[src/rtl/ata_tf_pkg.sv]
package ata_tf_pkg;
    localparam int ADDR_W = 4;
    localparam int DATA_W = 8;

    localparam logic [ADDR_W-1:0] OFS_LAST_TF = 4'h7;
    localparam logic [ADDR_W-1:0] OFS_STATUS  = 4'h7;
    localparam logic [ADDR_W-1:0] OFS_DEVCTL  = 4'hE;
    localparam logic [ADDR_W-1:0] OFS_DRVADDR = 4'hF;

    localparam int DC_SRST  = 2;
    localparam int DC_IEN_N = 1;

    localparam logic [DATA_W-1:0] STATUS_BUSY = 8'h80;

    typedef enum logic [1:0] {
        RS_RUN     = 2'd0,
        RS_HOLD    = 2'd1,
        RS_RECOVER = 2'd2
    } rst_state_e;
endpackage

[src/rtl/tf_reset_fsm.sv]
module tf_reset_fsm
    import ata_tf_pkg::*;
#(
    parameter int RECOVER_CYCLES = 1
) (
    input  logic clk,
    input  logic rst_n,
    input  logic devctl_wr,
    input  logic srst_bit,
    output logic soft_rst_o,
    output logic hold_busy_o
);
    localparam int CW = $clog2(RECOVER_CYCLES + 1);
    localparam logic [CW-1:0] CNT_LOAD = CW'(RECOVER_CYCLES);
    localparam logic [CW-1:0] CNT_ONE  = CW'(1);

    rst_state_e state_q, state_d;
    logic [CW-1:0] cnt_q, cnt_d;

    always_ff @(posedge clk or negedge rst_n) begin
        if (!rst_n) begin
            state_q <= RS_RUN;
            cnt_q   <= '0;
        end else begin
            state_q <= state_d;
            cnt_q   <= cnt_d;
        end
    end

    always_comb begin
        state_d = state_q;
        cnt_d   = cnt_q;
        unique case (state_q)
            RS_RUN: begin
                if (devctl_wr && srst_bit) state_d = RS_HOLD;
            end
            RS_HOLD: begin
                if (devctl_wr && !srst_bit) begin
                    state_d = RS_RECOVER;
                    cnt_d   = CNT_LOAD;
                end
            end
            RS_RECOVER: begin
                if (devctl_wr && srst_bit) begin
                    state_d = RS_HOLD;
                end else if (cnt_q == CNT_ONE) begin
                    state_d = RS_RUN;
                    cnt_d   = '0;
                end else begin
                    cnt_d = cnt_q - CNT_ONE;
                end
            end
            default: state_d = RS_RUN;
        endcase
    end

    always_comb begin
        soft_rst_o  = 1'b0;
        hold_busy_o = 1'b0;
        unique case (state_q)
            RS_RUN:     ;
            RS_HOLD:    begin soft_rst_o = 1'b1; hold_busy_o = 1'b1; end
            RS_RECOVER: hold_busy_o = 1'b1;
            default:    ;
        endcase
    end

    AST_HOLD_UNTIL_CLEAR: assert property (@(posedge clk) disable iff (!rst_n)
        (soft_rst_o && !(devctl_wr && !srst_bit)) |=> soft_rst_o);
endmodule

[src/rtl/tf_irq_ctl.sv]
module tf_irq_ctl (
    input  logic clk,
    input  logic rst_n,
    input  logic evt,
    input  logic stat_rd,
    input  logic flush,
    input  logic devctl_wr,
    input  logic ien_n_bit,
    output logic irq_o,
    output logic ien_n_o
);
    logic pend_q;
    logic ien_n_q;

    always_ff @(posedge clk or negedge rst_n) begin
        if (!rst_n) begin
            pend_q  <= 1'b0;
            ien_n_q <= 1'b0;
        end else begin
            if (flush)        pend_q <= 1'b0;
            else if (evt)     pend_q <= 1'b1;
            else if (stat_rd) pend_q <= 1'b0;
            if (devctl_wr) ien_n_q <= ien_n_bit;
        end
    end

    always_comb begin
        irq_o   = pend_q & ~ien_n_q;
        ien_n_o = ien_n_q;
    end

    AST_EVT_WINS: assert property (@(posedge clk) disable iff (!rst_n)
        (evt && !flush && !ien_n_q && !devctl_wr) |=> irq_o);
endmodule

[src/rtl/tf_status_mux.sv]
module tf_status_mux
    import ata_tf_pkg::*;
(
    input  logic              busy_eff,
    input  logic              ready,
    input  logic              fault,
    input  logic              seek_done,
    input  logic              drq,
    input  logic              corr,
    input  logic              err,
    input  logic [6:0]        drv_sel_n,
    input  logic              rd,
    input  logic [ADDR_W-1:0] addr,
    output logic [DATA_W-1:0] rdata,
    output logic [DATA_W-1:0] oe
);
    logic [DATA_W-1:0] status;

    always_comb begin
        if (busy_eff) status = STATUS_BUSY;
        else          status = {1'b0, ready, fault, seek_done, drq, corr, 1'b0, err};
    end

    always_comb begin
        rdata = '0;
        oe    = '0;
        if (rd) begin
            oe = '1;
            unique case (addr)
                OFS_STATUS, OFS_DEVCTL: rdata = status;
                OFS_DRVADDR: begin
                    rdata = {1'b0, drv_sel_n};
                    oe    = 8'h7F;
                end
                default: rdata = '0;
            endcase
        end
    end

    AST_IDX_ZERO: assert final (!(rd && (addr == OFS_STATUS)) || (rdata[1] == 1'b0));
endmodule

[src/rtl/ata_taskfile_ctl.sv]
module ata_taskfile_ctl
    import ata_tf_pkg::*;
#(
    parameter int RECOVER_CYCLES = 1
) (
    input  logic        clk,
    input  logic        rst_n,
    input  logic [3:0]  host_addr,
    input  logic        host_rd,
    input  logic        host_wr,
    input  logic [7:0]  host_wdata,
    output logic [7:0]  host_rdata,
    output logic [7:0]  rd_oe,
    input  logic        ctl_busy,
    input  logic        ctl_ready,
    input  logic        ctl_fault,
    input  logic        ctl_seek_done,
    input  logic        ctl_drq,
    input  logic        ctl_corr,
    input  logic        ctl_err,
    input  logic        ctl_irq_evt,
    input  logic [6:0]  drv_sel_n,
    output logic        tf_wr,
    output logic [3:0]  tf_addr,
    output logic [7:0]  tf_data,
    output logic        ctl_soft_rst,
    output logic        irq,
    output logic        ien_n,
    output logic        wr_dropped
);
    logic hold_busy;
    logic busy_eff;
    logic devctl_wr;
    logic tf_hit;
    logic stat_rd;
    logic drop_q;

    assign devctl_wr = host_wr && (host_addr == OFS_DEVCTL);
    assign tf_hit    = host_wr && (host_addr <= OFS_LAST_TF);
    assign stat_rd   = host_rd && (host_addr == OFS_STATUS);
    assign busy_eff  = ctl_busy | hold_busy;

    tf_reset_fsm #(.RECOVER_CYCLES(RECOVER_CYCLES)) rst_fsm_i (
        .clk        (clk),
        .rst_n      (rst_n),
        .devctl_wr  (devctl_wr),
        .srst_bit   (host_wdata[DC_SRST]),
        .soft_rst_o (ctl_soft_rst),
        .hold_busy_o(hold_busy)
    );

    tf_irq_ctl irq_i (
        .clk       (clk),
        .rst_n     (rst_n),
        .evt       (ctl_irq_evt),
        .stat_rd   (stat_rd),
        .flush     (ctl_soft_rst),
        .devctl_wr (devctl_wr),
        .ien_n_bit (host_wdata[DC_IEN_N]),
        .irq_o     (irq),
        .ien_n_o   (ien_n)
    );

    tf_status_mux mux_i (
        .busy_eff (busy_eff),
        .ready    (ctl_ready),
        .fault    (ctl_fault),
        .seek_done(ctl_seek_done),
        .drq      (ctl_drq),
        .corr     (ctl_corr),
        .err      (ctl_err),
        .drv_sel_n(drv_sel_n),
        .rd       (host_rd),
        .addr     (host_addr),
        .rdata    (host_rdata),
        .oe       (rd_oe)
    );

    always_ff @(posedge clk or negedge rst_n) begin
        if (!rst_n)                drop_q <= 1'b0;
        else if (tf_hit && busy_eff) drop_q <= 1'b1;
    end

    always_comb begin
        tf_wr      = tf_hit && !busy_eff;
        tf_addr    = host_addr;
        tf_data    = host_wdata;
        wr_dropped = drop_q;
    end

    AST_BUSY_STATUS: assert property (@(posedge clk) disable iff (!rst_n)
        (stat_rd && busy_eff) |-> (host_rdata == STATUS_BUSY));
    AST_NO_FWD_BUSY: assert property (@(posedge clk) disable iff (!rst_n)
        tf_wr |-> !busy_eff);
    AST_DROP_STICKY: assert property (@(posedge clk) disable iff (!rst_n)
        wr_dropped |=> wr_dropped);
    AST_RECOVER_BUSY: assert property (@(posedge clk) disable iff (!rst_n)
        $fell(ctl_soft_rst) |-> busy_eff);
    AST_IRQ_MASK: assert property (@(posedge clk) disable iff (!rst_n)
        ien_n |-> !irq);
    AST_DRV_BIT7_FLOAT: assert property (@(posedge clk) disable iff (!rst_n)
        (host_rd && host_addr == OFS_DRVADDR) |-> (rd_oe == 8'h7F));
endmodule

[config.mk]
export PLATFORM = sky130hd
export DESIGN_NAME = ata_taskfile_ctl
export DESIGN_NICKNAME = d
export VERILOG_FILES = /design/src/rtl/ata_tf_pkg.sv /design/src/rtl/tf_reset_fsm.sv /design/src/rtl/tf_irq_ctl.sv /design/src/rtl/tf_status_mux.sv /design/src/rtl/ata_taskfile_ctl.sv
export SDC_FILE = /design/constraint.sdc
export NUM_CORES = 1
export LEC_CHECK = 0
export ABC_AREA = 0
export ABC_CLOCK_PERIOD_IN_PS = 2100
export CAP_MARGIN = 20
export CORE_AREA = 2 2 39 41
export DETAILED_ROUTE_END_ITERATION = 16
export DIE_AREA = 0 0 41 43
export DONT_BUFFER_PORTS = 1
export GPL_ROUTABILITY_DRIVEN = 0
export HOLD_SLACK_MARGIN = 0.1
export PLACE_DENSITY_LB_ADDON = 0.1
export SETUP_SLACK_MARGIN = 0.1
export SLEW_MARGIN = 0
export SYNTH_ARGS = -nofsm -noshare
export SYNTH_HDL_FRONTEND = slang
export SYNTH_SLANG_ARGS = --single-unit
export TNS_END_PERCENT = 5
[constraint.sdc]
create_clock -name clk -period 2.1 [get_ports clk]
set_input_delay 0.42 -clock clk [delete_from_list [all_inputs] [get_ports clk]]
set_output_delay 0.42 -clock clk [all_outputs]
set_load 0.02 [all_outputs]
==> results by group, run 1 <==
Synthesis
  • Post-synth top flop: dfrtp_1
  • Synth unique cells: 33
  • Cell Area, Synth: around 700 µm²
  • Share of flip-flops with an asynchronous set or reset: 100%
  • Post-synth top area cell: dfrtp_1
  • Cells after synthesis: 80
  • Net Count, Synth: roughly 120
  • Leading post-synthesis cells by cell area: dfrtp_1, buf_4, a22o_1, ha_1, nor2b_1
  • Yosys reg bits: 6
  • Yosys top cell area share: ~22%
  • Seq/Total Area, Yosys: about 22%
  • Syn_area_per_cell: slightly below 9 µm²
  • Post-synth EDFFs: 0
  • Synth Warn #: 0

Critical path
  • CP Capture Type: output pin
  • Crit path kind: reg -> out
  • CP Launch Type: flip-flop
  • WP data arrival: 1.51 ns
  • CP required: between 1.5 and 2 ns
  • Crit Path Max Fanout: 5

GRT
  • Initial antenna violation count: 0
  • Grt ovf: 0
  • Largest net degree at the start of global routing: 12
  • First-pass GRT wire length: approximately 1900 µm
  • Vias in the first global route: between 400 and 500
  • GRT Util Overall: between 10% and 20%

Routing
  • Vias/cell: around 6.1
  • Post-DRT Antenna Nets: 0
  • 1st-iter DRT viols: 2
  • Via count: 530
  • First-pass detailed-route iteration total: 3
  • Wirelength, routed: 1390 µm
  • WL/cell: roughly 16 µm
  • Post-route DRC violation count: 0

Timing
  • Tcrit/Tclk final: 91.9%
  • RSZ-0062 raised after global routing: true
  • Setup TNS: 0 ns
  • Hold Vio Cnt, Final: 0
  • Setup Skew: between 0.003 and 0.004 ns
  • Setup ws final: 0.170 ns
  • Fmax: roughly 520 MHz
  • Slew HR: 70.0%
  • Slew Viols, Final: 0
  • Tmin final: slightly below 2 ns
  • Worst-Margin Slew: 0.450 ns
  • Finish-stage setup viols: 0

Finish
  • Fill count: roughly 130
  • Antenna cells: 0
  • Layout cell share with drive strength beyond 1: roughly 31%
  • Area growth, synth to finish: 1.25%
  • Final net count: 108

Power and ir drop
  • Pwr/cell area: 834 mW/mm²
  • Comb power frac: between 50% and 60%
  • NetSw: 0.000229 W
  • Peak supply drop: approximately 0.39 mV
  • Sw Share: between 30% and 40%
  • Reg power frac: roughly 29%
  • Pwr Total: 0.000589 W
  • Internal power: ~0.00036 W
  • Static Leak: around 0.30 nW
  • Clock Power Share: a little under a fifth

CTS
  • Root Buffer: clkbuf_4
  • H-tree depth: 1
  • TritonCTS Buffers: 3
  • TritonCTS clock tree: yes
  • Number of clock sinks: 6
  • Worst-path clk slew: around 0.050 ns
  • Bufs on Longest Clock Path: 2
  • Skew-Pair Late Insertion Delay: 0.25 ns

Job
  • Max_cap viols: 0

Place
  • DP Wirelength: between 1000 and 1500 µm
  • Port Buf Inserts: 0
  • Place WS: 0.173 ns

Floorplan
  • Rows: 14
  • Die area: roughly 0.0018 mm²
  • Initial core utilization: between 50% and 60%
  • Chip height: between 40 and 50 µm
  • Core area: 0.00138 mm²
  • Die W: 41 µm
  • I/O pin cnt: between 60 and 70

Status
  • Status: completed

Min path
  • Hold Crit Class: in -> reg
cells by family after synthesis:
kind of cell | count (synthesis) | share of synthesized area (%)
fa+ha+maj | 4 | 7.17
buf+inv | 23 | 22.6
flops | 6 | 21.5
simple gates | 23 | 19.9
xor+xnor | 1 | 1.25
mux | 2 | 3.05
compound gates | 21 | 24.6
sequential cells by signal, summed over array words and instances (netlist names):
signal and count:
rst_fsm_i.cnt_q 1, wr_dropped 1, irq_i.ien_n_o 1, rst_fsm_i.state_q 2, irq_i.pend_q 1
layer usage:
layer / global-route usage [%] / share of wire, % / vias up
met2: 27.2 / 48 / 35
li1: - / - / 257
met1: 16.3 / 37 / 234
met4: 10.0 / 1.8 / 0
met3: 4.71 / 12 / 4
met5: 0 / 0 / -
cell usage in the layout, fill, tap and decap left out, types with 2 or more instances in the layout:
| cell type | netlist | layout |
|---|---|---|
| a21oi_1 | 2 | 2 |
| a22o_1 | 6 | 2 |
| a22o_4 | 0 | 3 |
| a31oi_1 | 2 | 2 |
| and3_1 | 2 | 2 |
| buf_4 | 19 | 6 |
| clkbuf_4 | 0 | 3 |
| dfrtp_1 | 6 | 6 |
| ha_1 | 4 | 3 |
| inv_2 | 0 | 2 |
| nand2b_1 | 3 | 3 |
| nand4_1 | 2 | 2 |
| nor2_1 | 5 | 5 |
| nor2b_1 | 4 | 4 |
| o21bai_1 | 2 | 2 |
synth_stat cells (2+ instances only):
library cell   n
a21oi_1        2
and3_1         2
nand4_1        2
nor2b_1        4
a31oi_1        2
a22o_1         6
buf_4         19
nor2_1         5
dfrtp_1        6
ha_1           4
inv_1          3
nand2b_1       3
o21bai_1       2
power groups by stage:
| stage | Combinational (W) | Sequential, W | Clock (W) |
|---|---|---|---|
| floorplan | 0.000251 | 0.000172 | 0 |
| global placement | 0.000249 | 0.000177 | 0 |
| detailed placement | 0.000247 | 0.000178 | 0 |
| CTS | 0.000313 | 0.000169 | 0.000111 |
| global route | 0.000346 | 0.000174 | 0.000116 |
| finish | 0.000312 | 0.000170 | 0.000107 |
worst max-delay path, stage by stage, from the launching register on:
cell and delay [ns]:
dfrtp_1 0.39, inv_2 0.09, ha_4 0.21, nor3_4 0.26
buf_4 0.16, a22o_4 0.15
final cells by class:
type                       count  area, µm²  area share [%]
multi-input combinational     51        437            61.8
sequential                     6        150            21.2
timing repair buffer           8       66.3            9.38
clock buffer                   3       22.5            3.19
tap                           16       20.0            2.83
inverter                       3       11.3            1.59
final timing paths:
path | start | depth (start not counted) | end | slack, ns
setup / recovery | rst_fsm_i.state_q[0]$_DFFE_PN0P_ | 5 | host_rdata[0] | 0.17
hold / removal | host_wdata[2] | 1 | rst_fsm_i.state_q[1]$_DFFE_PN0P_ | 0.25
setup reg to reg | rst_fsm_i.state_q[1]$_DFFE_PN0P_ | 6 | rst_fsm_i.state_q[0]$_DFFE_PN0P_ | 0.32
hold reg to reg | irq_i.pend_q$_DFFE_PN0P_ | 2 | irq_i.pend_q$_DFFE_PN0P_ | 0.50
max in group asynchronous | rst_n | 1 | rst_fsm_i.cnt_q$_DFFE_PN0P_ | 1.42
min in group asynchronous | rst_n | 1 | wr_dropped$_DFFE_PN0P_ | 0.47
timing repair:
| item | CTS | global route |
|---|---|---|
| hold buffers | 1 | 0 |
| pin swaps | 2 | 3 |
| gates resized for setup | 6 | 3 |
| hold endpoints to repair | 6 | 0 |
| setup buffers | 4 | 0 |
| setup endpoints to repair | 6 | 5 |
metrics by stage:
step	instances	hold WS [ns]	util, %	area [µm²]
after floorplan	80	0.124	-	698
after global placement	79	0.125	42.9	594
after detailed placement	79	0.125	42.9	594
after CTS	87	0.250	50.8	703
after global routing	87	0.255	51.1	707
final	87	0.253	51.1	707
Power figures use the tool's default switching activity.
==> inputs of run 2 (changes only) <==
--- a/config.mk
+++ b/config.mk
@@ -6,7 +6,7 @@
 export NUM_CORES = 1
 export LEC_CHECK = 0
 export ABC_AREA = 0
-export ABC_CLOCK_PERIOD_IN_PS = 2100
+export ABC_CLOCK_PERIOD_IN_PS = 1700
 export CAP_MARGIN = 20
 export CORE_AREA = 2 2 39 41
 export DETAILED_ROUTE_END_ITERATION = 16
==> constraint.sdc (replaced) <==
create_clock -name clk -period 1.7 [get_ports clk]
set_input_delay 0.34 -clock clk [delete_from_list [all_inputs] [get_ports clk]]
set_output_delay 0.34 -clock clk [all_outputs]
set_load 0.02 [all_outputs]
==> results by group, run 2 (same netlist as run 1, synthesis figures left out) <==
Critical path
  • Crit Path Max Fanout: 6
  • Worst path max stage delay: roughly 0.38 ns
  • Critical-path top delay cell: dfrtp_1
  • Crit-path cells: inv_2 > ha_4 > nor3_4 > buf_6 > a22o_4
  • CP Launch Type: flip-flop
  • CP Capture Type: output pin
  • R2r setup slk: ~0.010 ns
  • WP data arrival: roughly 1.4 ns
  • Worst r2r path cells: 7
  • CP required: approximately 1.4 ns
  • Crit path kind: reg -> out

Power and ir drop
  • Pwr/cell area: around 1000 mW/mm²
  • Comb power frac: 59.4%
  • Internal power: 0.000532 W
  • Static Leak: roughly 0.36 nW
  • Reg power frac: around 25%
  • Sw Share: 37.7%
  • Peak supply drop: 0.581 mV
  • Clock Power Share: approximately 16%
  • NetSw: 0.000322 W

Finish
  • Reg with most FFs: rst_fsm_i.state_q
  • Final core area utilization: between 50% and 60%
  • Final net count: 116
  • Max FFs per register: 2
  • Antenna cells: 0
  • Commonest non-fill, non-tap cells in the layout: buf_4, a22o_4, dfrtp_1
  • Layout cell share with drive strength beyond 1: between 40% and 50%
  • Most common cell after layout, fill and taps aside: buf_4
  • Area growth, synth to finish: 17.4%

Routing
  • Post-route DRC violation count: 0
  • First-pass detailed-route iteration total: 4
  • Via count: ~570
  • 1st-iter DRT viols: 14
  • WL/cell: about 16 µm
  • Wirelength, routed: ~1500 µm
  • Post-DRT Antenna Nets: 0
  • Vias/cell: 5.97

Status
  • Failing checks: negative setup slack
  • Status: complete, but fails checks

Timing
  • Slew HR: between 70% and 80%
  • Hold Vio Cnt, Final: 0
  • RSZ-0062 raised after global routing: true
  • Worst-case hold slack: between 0.15 and 0.2 ns
  • Finish-stage setup viols: 6
  • Setup ws final: -0.0434 ns
  • Slew Viols, Final: 0
  • Tcrit/Tclk final: 103%
  • Worst-Margin Slew: just under 0.4 ns
  • Setup Skew: 0.00185 ns
  • Fmax: between 500 and 600 MHz
  • Tmin final: between 1.5 and 2 ns

CTS
  • Bufs on Longest Clock Path: 2
  • Skew-Pair Late Insertion Delay: between 0.2 and 0.3 ns
  • H-tree depth: 1
  • Number of clock sinks: 6
  • TritonCTS clock tree: yes
  • Root Buffer: clkbuf_4
  • TritonCTS Buffers: 3
  • Worst-path clk slew: 0.05 ns

Floorplan
  • Initial core utilization: approximately half
  • Rows: 14
  • Die W: ~41 µm
  • Core area: 0.00138 mm²
  • Chip height: ~43 µm
  • I/O pin cnt: 64
  • Die area: roughly 0.0018 mm²

Place
  • DP Wirelength: around 1100 µm
  • Port Buf Inserts: 0

Min path
  • Hold Crit Class: in -> reg
  • Worst hold stages: 1

Job
  • Max_cap viols: 0

GRT
  • First-pass GRT wire length: between 2000 and 2500 µm
  • Largest net degree at the start of global routing: 12
  • GRT Util Overall: 17.9%
  • Vias in the first global route: 522
  • Initial antenna violation count: 0
  • Grt ovf: 0
-- run 2: cell count changes in the layout (fill, tap and decap cells not counted), moves of 2 or more --
cell    delta
a22o_4     +3
buf_6      +2
buf_4      +6
a22o_1     -2
-- run 2: power groups by stage --
stage	sequential (W)	clock [W]	combinational [W]
6_report	0.000212	0.000135	0.000507
5_1_grt	0.000219	0.000151	0.000552
4_1_cts	0.000210	0.000138	0.000444
3_5_place_dp	0.000213	0	0.000380
3_3_place_gp	0.000213	0	0.000379
2_1_floorplan	0.000213	0	0.000351
-- run 2: layer usage --
layer | wire (µm) | global-route usage [%] | vias to the layer above
li1 | - | - | 272
met1 | 609 | 20.5 | 252
met2 | 748 | 27.2 | 39
met3 | 167 | 8.38 | 4
met4 | 21 | 8.00 | 0
met5 | 0 | 0 | -
-- run 2: area by class of cell --
type	instances	area [µm²]
inverter	3	11.3
fill	124	564
sequential	6	150
multi-input combinational	51	482
timing repair buffer	16	134
clock buffer	3	22.5
tap	16	20.0
-- run 2: path summary, 6_finish.rpt --
check                                                 startpoint                               end
worst max register to register  rst_fsm_i.state_q[1]$_DFFE_PN0P_  rst_fsm_i.state_q[0]$_DFFE_PN0P_
min in group asynchronous                                  rst_n  rst_fsm_i.state_q[0]$_DFFE_PN0P_
max in group asynchronous                                  rst_n            wr_dropped$_DFFE_PN0P_
worst min-delay path                               host_wdata[2]  rst_fsm_i.state_q[1]$_DFFE_PN0P_
worst min register to register          irq_i.pend_q$_DFFE_PN0P_          irq_i.pend_q$_DFFE_PN0P_
worst max-delay path            rst_fsm_i.state_q[0]$_DFFE_PN0P_                     host_rdata[2]
-- run 2: worst max-delay path: cells and delay by family (launching register included) --
| kind | cells | cell delay, ns |
|---|---|---|
| AOI/OAI and AO/OA | 1 | 0.16 |
| DFF | 1 | 0.38 |
| and+or+nand+nor | 1 | 0.16 |
| buffers and inverters | 2 | 0.24 |
| adders and majority gates | 1 | 0.22 |
-- run 2: timing repair --
| action | 4_1_cts | 5_1_grt |
|---|---|---|
| hold buffers | 1 | 0 |
| resized for setup | 3 | 5 |
| buffers inserted | 5 | 2 |
| endpoints found under the hold margin | 6 | 0 |
| endpoints found under the setup margin | 8 | 11 |
| pin swaps | 3 | 4 |
| cloned | 0 | 0 |
-- run 2: stage by stage --
| step | area, µm² | std cells | power, W | TNS (ns) | setup slack (ns) |
|---|---|---|---|---|---|
| after floorplan | 769 | 80 | 0.000564 | 0 | 0.102 |
| after global placement | 703 | 84 | 0.000592 | 0 | 0.0954 |
| after detailed placement | 703 | 84 | 0.000593 | 0 | 0.0762 |
| after CTS | 782 | 93 | 0.000793 | -0.357 | -0.0636 |
| after global routing | 820 | 95 | 0.000921 | -0.769 | -0.105 |
| final | 820 | 95 | 0.000853 | -0.257 | -0.0434 |
